$ cat config.mk
export PLATFORM = sky130hd
export DESIGN_NAME = pcpu_irq_ctrl
export DESIGN_NICKNAME = d
export VERILOG_FILES = /design/src/rtl/pcpu_irq_pkg.sv /design/src/rtl/pcpu_irq_sync.sv /design/src/rtl/pcpu_irq_decode.sv /design/src/rtl/pcpu_irq_bank.sv /design/src/rtl/pcpu_irq_ctrl.sv
export SDC_FILE = /design/constraint.sdc
export NUM_CORES = 1
export LEC_CHECK = 0
export CAP_MARGIN = 25
export CORE_ASPECT_RATIO = 1.2
export CORE_MARGIN = 2
export CORE_UTILIZATION = 39
export CTS_CLUSTER_SIZE = 14
export DETAILED_ROUTE_END_ITERATION = 8
export PLACE_DENSITY_LB_ADDON = 0.15
export SYNTH_ARGS = -nofsm -noshare
export SYNTH_HDL_FRONTEND = slang
export SYNTH_HIERARCHICAL = 1
export SYNTH_SLANG_ARGS = --single-unit
$ cat constraint.sdc
create_clock -name clk -period 5.35 [get_ports clk]
set_clock_uncertainty 0.2 [all_clocks]
set_input_delay 0.8025 -clock clk [delete_from_list [all_inputs] [get_ports clk]]
set_output_delay 0.8025 -clock clk [all_outputs]
set_load 0.005 [all_outputs]
$ cat src/rtl/pcpu_irq_pkg.sv
package pcpu_irq_pkg;
   localparam int unsigned IRQ_WORD_BITS = 32;
   typedef logic [IRQ_WORD_BITS-1:0] irq_word_t;

   function automatic int unsigned idx_width(input int unsigned n);
      return (n > 1) ? $clog2(n) : 1;
   endfunction
endpackage

$ cat src/rtl/pcpu_irq_sync.sv
module pcpu_irq_sync #(
   parameter int unsigned WIDTH = 64
) (
   input  logic             clk,
   input  logic             rst_n,
   input  logic [WIDTH-1:0] async_i,
   output logic [WIDTH-1:0] sync_o
);
   logic [WIDTH-1:0] meta_q;
   logic [WIDTH-1:0] sync_q;

   always_ff @(posedge clk or negedge rst_n) begin
      if (!rst_n) begin
         meta_q <= '0;
         sync_q <= '0;
      end else begin
         meta_q <= async_i;
         sync_q <= meta_q;
      end
   end

   assign sync_o = sync_q;
endmodule

$ cat src/rtl/pcpu_irq_decode.sv
module pcpu_irq_decode #(
   parameter int unsigned NUM_WORDS = 2,
   parameter int unsigned NUM_CPUS  = 2,
   parameter int unsigned ADDR_W    = 6,
   localparam int unsigned SLOT_W   = $clog2(2 * NUM_WORDS),
   localparam int unsigned IDX_W    = pcpu_irq_pkg::idx_width(NUM_WORDS),
   localparam int unsigned CPU_W    = pcpu_irq_pkg::idx_width(NUM_CPUS)
) (
   input  logic [ADDR_W-1:0] addr_i,
   output logic              hit_o,
   output logic [CPU_W-1:0]  cpu_o,
   output logic              is_status_o,
   output logic [IDX_W-1:0]  idx_o
);
   logic [ADDR_W-1:0] region;

   assign region      = addr_i >> SLOT_W;
   assign hit_o       = (region < ADDR_W'(NUM_CPUS));
   assign cpu_o       = region[CPU_W-1:0];
   assign is_status_o = addr_i[SLOT_W-1];
   assign idx_o       = addr_i[IDX_W-1:0];
endmodule

$ cat src/rtl/pcpu_irq_bank.sv
module pcpu_irq_bank #(
   parameter int unsigned NUM_WORDS = 2,
   localparam int unsigned IDX_W    = pcpu_irq_pkg::idx_width(NUM_WORDS)
) (
   input  logic                        clk,
   input  logic                        rst_n,
   input  logic                        wr_en_i,
   input  logic [IDX_W-1:0]            wr_idx_i,
   input  pcpu_irq_pkg::irq_word_t     wr_data_i,
   input  logic [NUM_WORDS-1:0][31:0]  status_i,
   output logic [NUM_WORDS-1:0][31:0]  en_o,
   output logic                        irq_o
);
   logic [NUM_WORDS-1:0][31:0] en_q;
   logic [NUM_WORDS-1:0]       word_hit;
   logic                       irq_q;

   for (genvar k = 0; k < NUM_WORDS; k++) begin : g_slot
      always_ff @(posedge clk or negedge rst_n) begin
         if (!rst_n)
            en_q[k] <= '0;
         else if (wr_en_i && (wr_idx_i == IDX_W'(k)))
            en_q[k] <= wr_data_i;
      end

      // slot k of the bank masks source word NUM_WORDS-1-k
      assign word_hit[k] = |(en_q[k] & status_i[NUM_WORDS-1-k]);

      a_r3_write_replaces: assert property (@(posedge clk) disable iff (!rst_n)
         (wr_en_i && (wr_idx_i == IDX_W'(k))) |=> (en_q[k] == $past(wr_data_i)));
   end

   always_ff @(posedge clk or negedge rst_n) begin
      if (!rst_n) irq_q <= 1'b0;
      else        irq_q <= |word_hit;
   end

   assign en_o  = en_q;
   assign irq_o = irq_q;

   a_r6_irq_needs_enable: assert property (@(posedge clk) disable iff (!rst_n)
      irq_q |-> $past(|en_q));
endmodule

$ cat src/rtl/pcpu_irq_ctrl.sv
module pcpu_irq_ctrl #(
   parameter int unsigned NUM_WORDS = 2,
   parameter int unsigned NUM_CPUS  = 2,
   parameter int unsigned ADDR_W    = 6
) (
   input  logic                        clk,
   input  logic                        rst_n,
   input  logic [NUM_WORDS*32-1:0]     irq_src_i,
   input  logic [ADDR_W-1:0]           bus_addr_i,
   input  logic                        bus_we_i,
   input  logic [31:0]                 bus_wdata_i,
   output logic [31:0]                 bus_rdata_o,
   output logic [NUM_CPUS-1:0]         cpu_irq_o
);
   localparam int unsigned SRC_BITS = NUM_WORDS * pcpu_irq_pkg::IRQ_WORD_BITS;
   localparam int unsigned SLOT_W   = $clog2(2 * NUM_WORDS);
   localparam int unsigned IDX_W    = pcpu_irq_pkg::idx_width(NUM_WORDS);
   localparam int unsigned CPU_W    = pcpu_irq_pkg::idx_width(NUM_CPUS);

   // configuration checks at elaboration
   if (!(NUM_WORDS == 2 || NUM_WORDS == 4)) begin : g_bad_words
      $error("pcpu_irq_ctrl: NUM_WORDS must be 2 or 4");
   end
   if (NUM_CPUS < 1) begin : g_bad_cpus
      $error("pcpu_irq_ctrl: NUM_CPUS must be at least 1");
   end
   if (ADDR_W < SLOT_W + CPU_W) begin : g_bad_addr
      $error("pcpu_irq_ctrl: ADDR_W too small for all banks");
   end

   logic [SRC_BITS-1:0]                 status_flat;
   logic [NUM_WORDS-1:0][31:0]          status_w;
   logic [NUM_WORDS-1:0][31:0]          status_by_slot;
   logic [NUM_CPUS-1:0][NUM_WORDS-1:0][31:0] en_all;
   logic                                hit;
   logic [CPU_W-1:0]                    cpu_sel;
   logic                                is_status;
   logic [IDX_W-1:0]                    idx;
   logic [31:0]                         rd_d;
   logic [31:0]                         rd_q;

   pcpu_irq_sync #(.WIDTH(SRC_BITS)) u_sync (
      .clk     (clk),
      .rst_n   (rst_n),
      .async_i (irq_src_i),
      .sync_o  (status_flat)
   );

   pcpu_irq_decode #(
      .NUM_WORDS (NUM_WORDS),
      .NUM_CPUS  (NUM_CPUS),
      .ADDR_W    (ADDR_W)
   ) u_dec (
      .addr_i      (bus_addr_i),
      .hit_o       (hit),
      .cpu_o       (cpu_sel),
      .is_status_o (is_status),
      .idx_o       (idx)
   );

   for (genvar w = 0; w < NUM_WORDS; w++) begin : g_word
      assign status_w[w]                     = status_flat[w*32 +: 32];
      assign status_by_slot[NUM_WORDS-1-w]   = status_flat[w*32 +: 32];
   end

   for (genvar c = 0; c < NUM_CPUS; c++) begin : g_cpu
      logic bank_we;
      assign bank_we = bus_we_i && hit && !is_status && (cpu_sel == CPU_W'(c));

      pcpu_irq_bank #(.NUM_WORDS(NUM_WORDS)) u_bank (
         .clk       (clk),
         .rst_n     (rst_n),
         .wr_en_i   (bank_we),
         .wr_idx_i  (idx),
         .wr_data_i (bus_wdata_i),
         .status_i  (status_w),
         .en_o      (en_all[c]),
         .irq_o     (cpu_irq_o[c])
      );

      a_r4_other_bank_kept: assert property (@(posedge clk) disable iff (!rst_n)
         (bus_we_i && hit && (cpu_sel != CPU_W'(c))) |=> $stable(en_all[c]));
   end

   always_comb begin
      rd_d = '0;
      if (hit) begin
         if (is_status) rd_d = status_by_slot[idx];
         else           rd_d = en_all[cpu_sel][idx];
      end
   end

   always_ff @(posedge clk or negedge rst_n) begin
      if (!rst_n) rd_q <= '0;
      else        rd_q <= rd_d;
   end

   assign bus_rdata_o = rd_q;

   a_r8_status_write_ignored: assert property (@(posedge clk) disable iff (!rst_n)
      (bus_we_i && hit && is_status) |=> $stable(en_all));

   a_r9_unmapped_write_ignored: assert property (@(posedge clk) disable iff (!rst_n)
      (bus_we_i && !hit) |=> $stable(en_all));

   a_r9_unmapped_read_zero: assert property (@(posedge clk) disable iff (!rst_n)
      !hit |=> (bus_rdata_o == '0));
endmodule

==> metrics.yaml <==
status:
  run_status: "finished clean"
die:
  dieArea_sq_um: 29900
  initial_core_utilization_pct: 39.73
  fp.dieW_microns: 158.2
  die-height_microns: 189.0
  ioPinCount: 139
  row_count: 67
  coreArea_sq_um: 28000
worst_setup_path:
  worst_path_dominant_cell_family: "simple AND/OR/NAND/NOR gates"
  worstPathBufferInverterCount: 1
  r2r-start: "u_sync/sync_o[60]"
  critical_path.startpoint_type: "input port"
  timing.critical_path.arrival_ns: 3.12
  crit_path_cell_trace: "clkdlybuf4s50_1 -> nor3_2 -> nand2_1 -> nor3b_1 -> nand2_2 -> mux2_2"
  cp_max_fo: 32
  timing.critical_path.slowest_cell_delay_ns: 0.66
  worstSetupPathType: "in2reg"
  r2r-end: "g_cpu[0].u_bank/irq_o"
  critical_path.slowest_cell: "sky130_fd_sc_hd__nand2_2"
  worstPathRequired_ns: 5.58
  critical_path.endpoint_type: "flop"
  regToRegSetupSlack_ns: 3.11
  r2r_cell_count: 4
logic_synthesis:
  synth_seq_cells: 290
  number_of_enable_flip_flop_cells_after_synthesis: 0
  ys_top_cells_by_count: "sky130_fd_sc_hd__dfrtp_1 (290), sky130_fd_sc_hd__mux2_2 (124), sky130_fd_sc_hd__mux2i_1 (96)"
  yosysSeqAreaShare_pct: 65.23
  combined_area_of_all_synthesized_cells_sq_um: 11120
  avgSynthCellArea_sq_um: 15.87
  synth-async-reset-ratio_pct: 100.0
  ys_warn_count: 6
  most_common_cell_in_the_netlist: "sky130_fd_sc_hd__dfrtp_1"
  top_cell_type_by_total_area_after_synthesis: "sky130_fd_sc_hd__dfrtp_1"
  synth_area_leaders: "sky130_fd_sc_hd__dfrtp_1 (65%), sky130_fd_sc_hd__mux2_2 (13%), sky130_fd_sc_hd__mux2i_1 (8.6%), sky130_fd_sc_hd__a22o_1 (2.5%), sky130_fd_sc_hd__o22a_1 (2.3%)"
  syn_nets: 806
  share_of_the_synthesized_area_in_the_top_cell_type_pct: 65.23
  post_synth_num_cell_types: 26
  netlist_instances: 701
  ys.flop_type: "sky130_fd_sc_hd__dfrtp_1"
drt:
  avgViaCountPerCell: 5.326
  detail_route.drc_violations: 0
  ant_nets: 0
  routedWlPerCell_microns: 22.86
  route.final.wire_length_mm: 28.43
  number_of_search_and_repair_iterations_in_the_first_detailed_routing_pass: 4
  dr_total_vias: 6625
  dr.first_iter.drc_count: 302
timing:
  post_route_setup_tns_ns: 0
  crit_share_post_route_pct: 53.97
  slew_violations: 0
  maxClockFrequency_ghz: 0.3463
  tightestPinTransition_ns: 1.058
  finalSetupViolCount: 0
  finalWorstPathRequiredPeriod_ns: 2.887
  max_slew_headroom_pct: 29.22
  grt_setup_unrepaired: "no"
  final-hold-violation-count: 0
placement:
  final_weighted_congestion_in_routability_driven_placement: 0.8080
  placed_area_sq_um: 12840
  dpl.hpwl_mm: 18.68
  numPortBuffers: 138
flow_run:
  drv.max_cap_violation_count: 0
final_layout:
  finalNetCount: 946
  layout.filler_cells: 2435
  syn2layout_area_growth_pct: 25.33
  fin_area_sq_um: 13940
  diodes: 0
  final_layout_size_suffix_gt1_share_pct: 24.74
hold_path:
  worstHoldPathType: "in2async"
grt:
  grt_start_max_net_pins: 97
  grt.total_usage_pct: 19.46
  grt_first_pass_wirelength_mm: 43.50
  number_of_antenna_violations_at_the_first_check_in_global_routing: 0
  first_global_vias: 7336
  total_grt_overflow: 0
clocking:
  clock_path_buffers: 3
  cts-hold-fix-buffers: 0
  cts_num_sinks: 290
  clk_transition_reported_paths_ns: 0.06
  numCtsBuffers: 30
  cts_tree: "done"
  clock-root-buffer: "sky130_fd_sc_hd__clkbuf_16"
  post-cts-setup-buffers: 0
  worstSkewPairLatency_ns: 0.55
  htree_num_levels: 1
  post_cts_resize_count: 0
pwr:
  power-per-cell-area_nw_per_um2: 378.9
  power_leakage_nw: 6.261
  design_power_w: 0.005283
  power.ir.vdd_worst_v: 0.0002822
[worst register-to-register path, stage by stage, from the launching register on]
cell	delay (ns)
sky130_fd_sc_hd__dfrtp_1	0.42
sky130_fd_sc_hd__a22o_1	0.22
sky130_fd_sc_hd__a221oi_1	0.40
sky130_fd_sc_hd__nand4_1	0.26
sky130_fd_sc_hd__or4_1	0.59
[per-layer routing]
| layer | track usage, % | wire length [microns] | vias to the layer above |
|---|---|---|---|
| met5 | 0 | 0 | - |
| met4 | 6.133 | 692 | 0 |
| met3 | 3.662 | 1685 | 49 |
| met2 | 33.63 | 14600 | 188 |
| met1 | 24.68 | 11460 | 3479 |
| li1 | - | - | 2909 |
[cell type report]
type / count / area (sq um) / area share (%)
repair buffers: 146 / 1469 / 10.54
well taps: 379 / 474.2 / 3.401
flip-flops and latches: 290 / 7257 / 52.05
clock inverters: 15 / 210.2 / 1.508
clock buffers: 41 / 873.3 / 6.264
multi-input cells: 373 / 3659 / 26.24
[registers in the layout, indices dropped and copies added (netlist names)]
signal / cells
u_sync/sync_o: 64
bus_rdata_o: 32
g_cpu.u_bank/en_o: 128
u_sync/meta_q: 64
g_cpu.u_bank/irq_o: 2
[placed cells by master, fill, tap and decap left out, types with 4 or more instances in the layout]
cell type,synthesis,layout
sky130_fd_sc_hd__mux2i_1,96,96
sky130_fd_sc_hd__clkbuf_16,0,31
sky130_fd_sc_hd__a221oi_1,16,16
sky130_fd_sc_hd__mux2_2,124,124
sky130_fd_sc_hd__a22o_1,32,32
sky130_fd_sc_hd__nand4_1,8,8
sky130_fd_sc_hd__bufinv_16,0,5
sky130_fd_sc_hd__o22a_1,29,29
sky130_fd_sc_hd__o21ai_0,20,20
sky130_fd_sc_hd__clkdlybuf4s50_1,0,136
sky130_fd_sc_hd__mux2_1,4,4
sky130_fd_sc_hd__clkbuf_1,4,4
sky130_fd_sc_hd__o21ai_1,10,10
sky130_fd_sc_hd__dfrtp_1,290,290
sky130_fd_sc_hd__clkinv_2,0,6
sky130_fd_sc_hd__a221oi_2,16,16
sky130_fd_sc_hd__buf_4,5,7
sky130_fd_sc_hd__clkbuf_8,0,6
sky130_fd_sc_hd__clkinvlp_4,0,4
[where the power goes]
group	total, W	internal, W	switching [W]
Clock	0.00222	0.00138	0.000839
Sequential	0.00254	0.00238	0.000166
Combinational	0.000521	0.000296	0.000224
Total	0.00528	0.00405	0.00123
[cells by family (layout without fill, tap and decap cells)]
group / Yosys count / in the layout / share of synthesized area [%]
DFF: 290 / 290 / 65.23
AOI/OAI and AO/OA: 128 / 128 / 9.999
buffers and inverters: 38 / 202 / 1.991
muxes: 224 / 224 / 21.59
and+or+nand+nor: 21 / 21 / 1.181
[worst max path at each step]
| stage | end | depth (start not counted) | startpoint |
|---|---|---|---|
| final | g_cpu[1].u_bank/en_o[43] | 6 | bus_addr_i[4] |
| after global routing | g_cpu[1].u_bank/en_o[37] | 6 | bus_addr_i[4] |
| after CTS | g_cpu[1].u_bank/en_o[55] | 6 | bus_addr_i[4] |
| after detailed placement | g_cpu[1].u_bank/en_o[55] | 6 | bus_addr_i[4] |
| after global placement | g_cpu[1].u_bank/en_o[60] | 6 | bus_addr_i[4] |
| after floorplan | g_cpu[1].u_bank/en_o[10] | 7 | bus_addr_i[4] |
[stage by stage]
stage,utilization (%),hold slack (ns),std cells,worst slack [ns]
floorplan,-,0.1312,701,2.832
global placement,45.85,0.1339,1187,1.916
detailed placement,45.85,0.1347,1187,1.865
CTS,49.72,0.07252,1243,2.449
global route,49.79,0.1071,1244,2.286
finish,49.79,0.04243,1244,2.463
(Power assumes the default switching activity.)
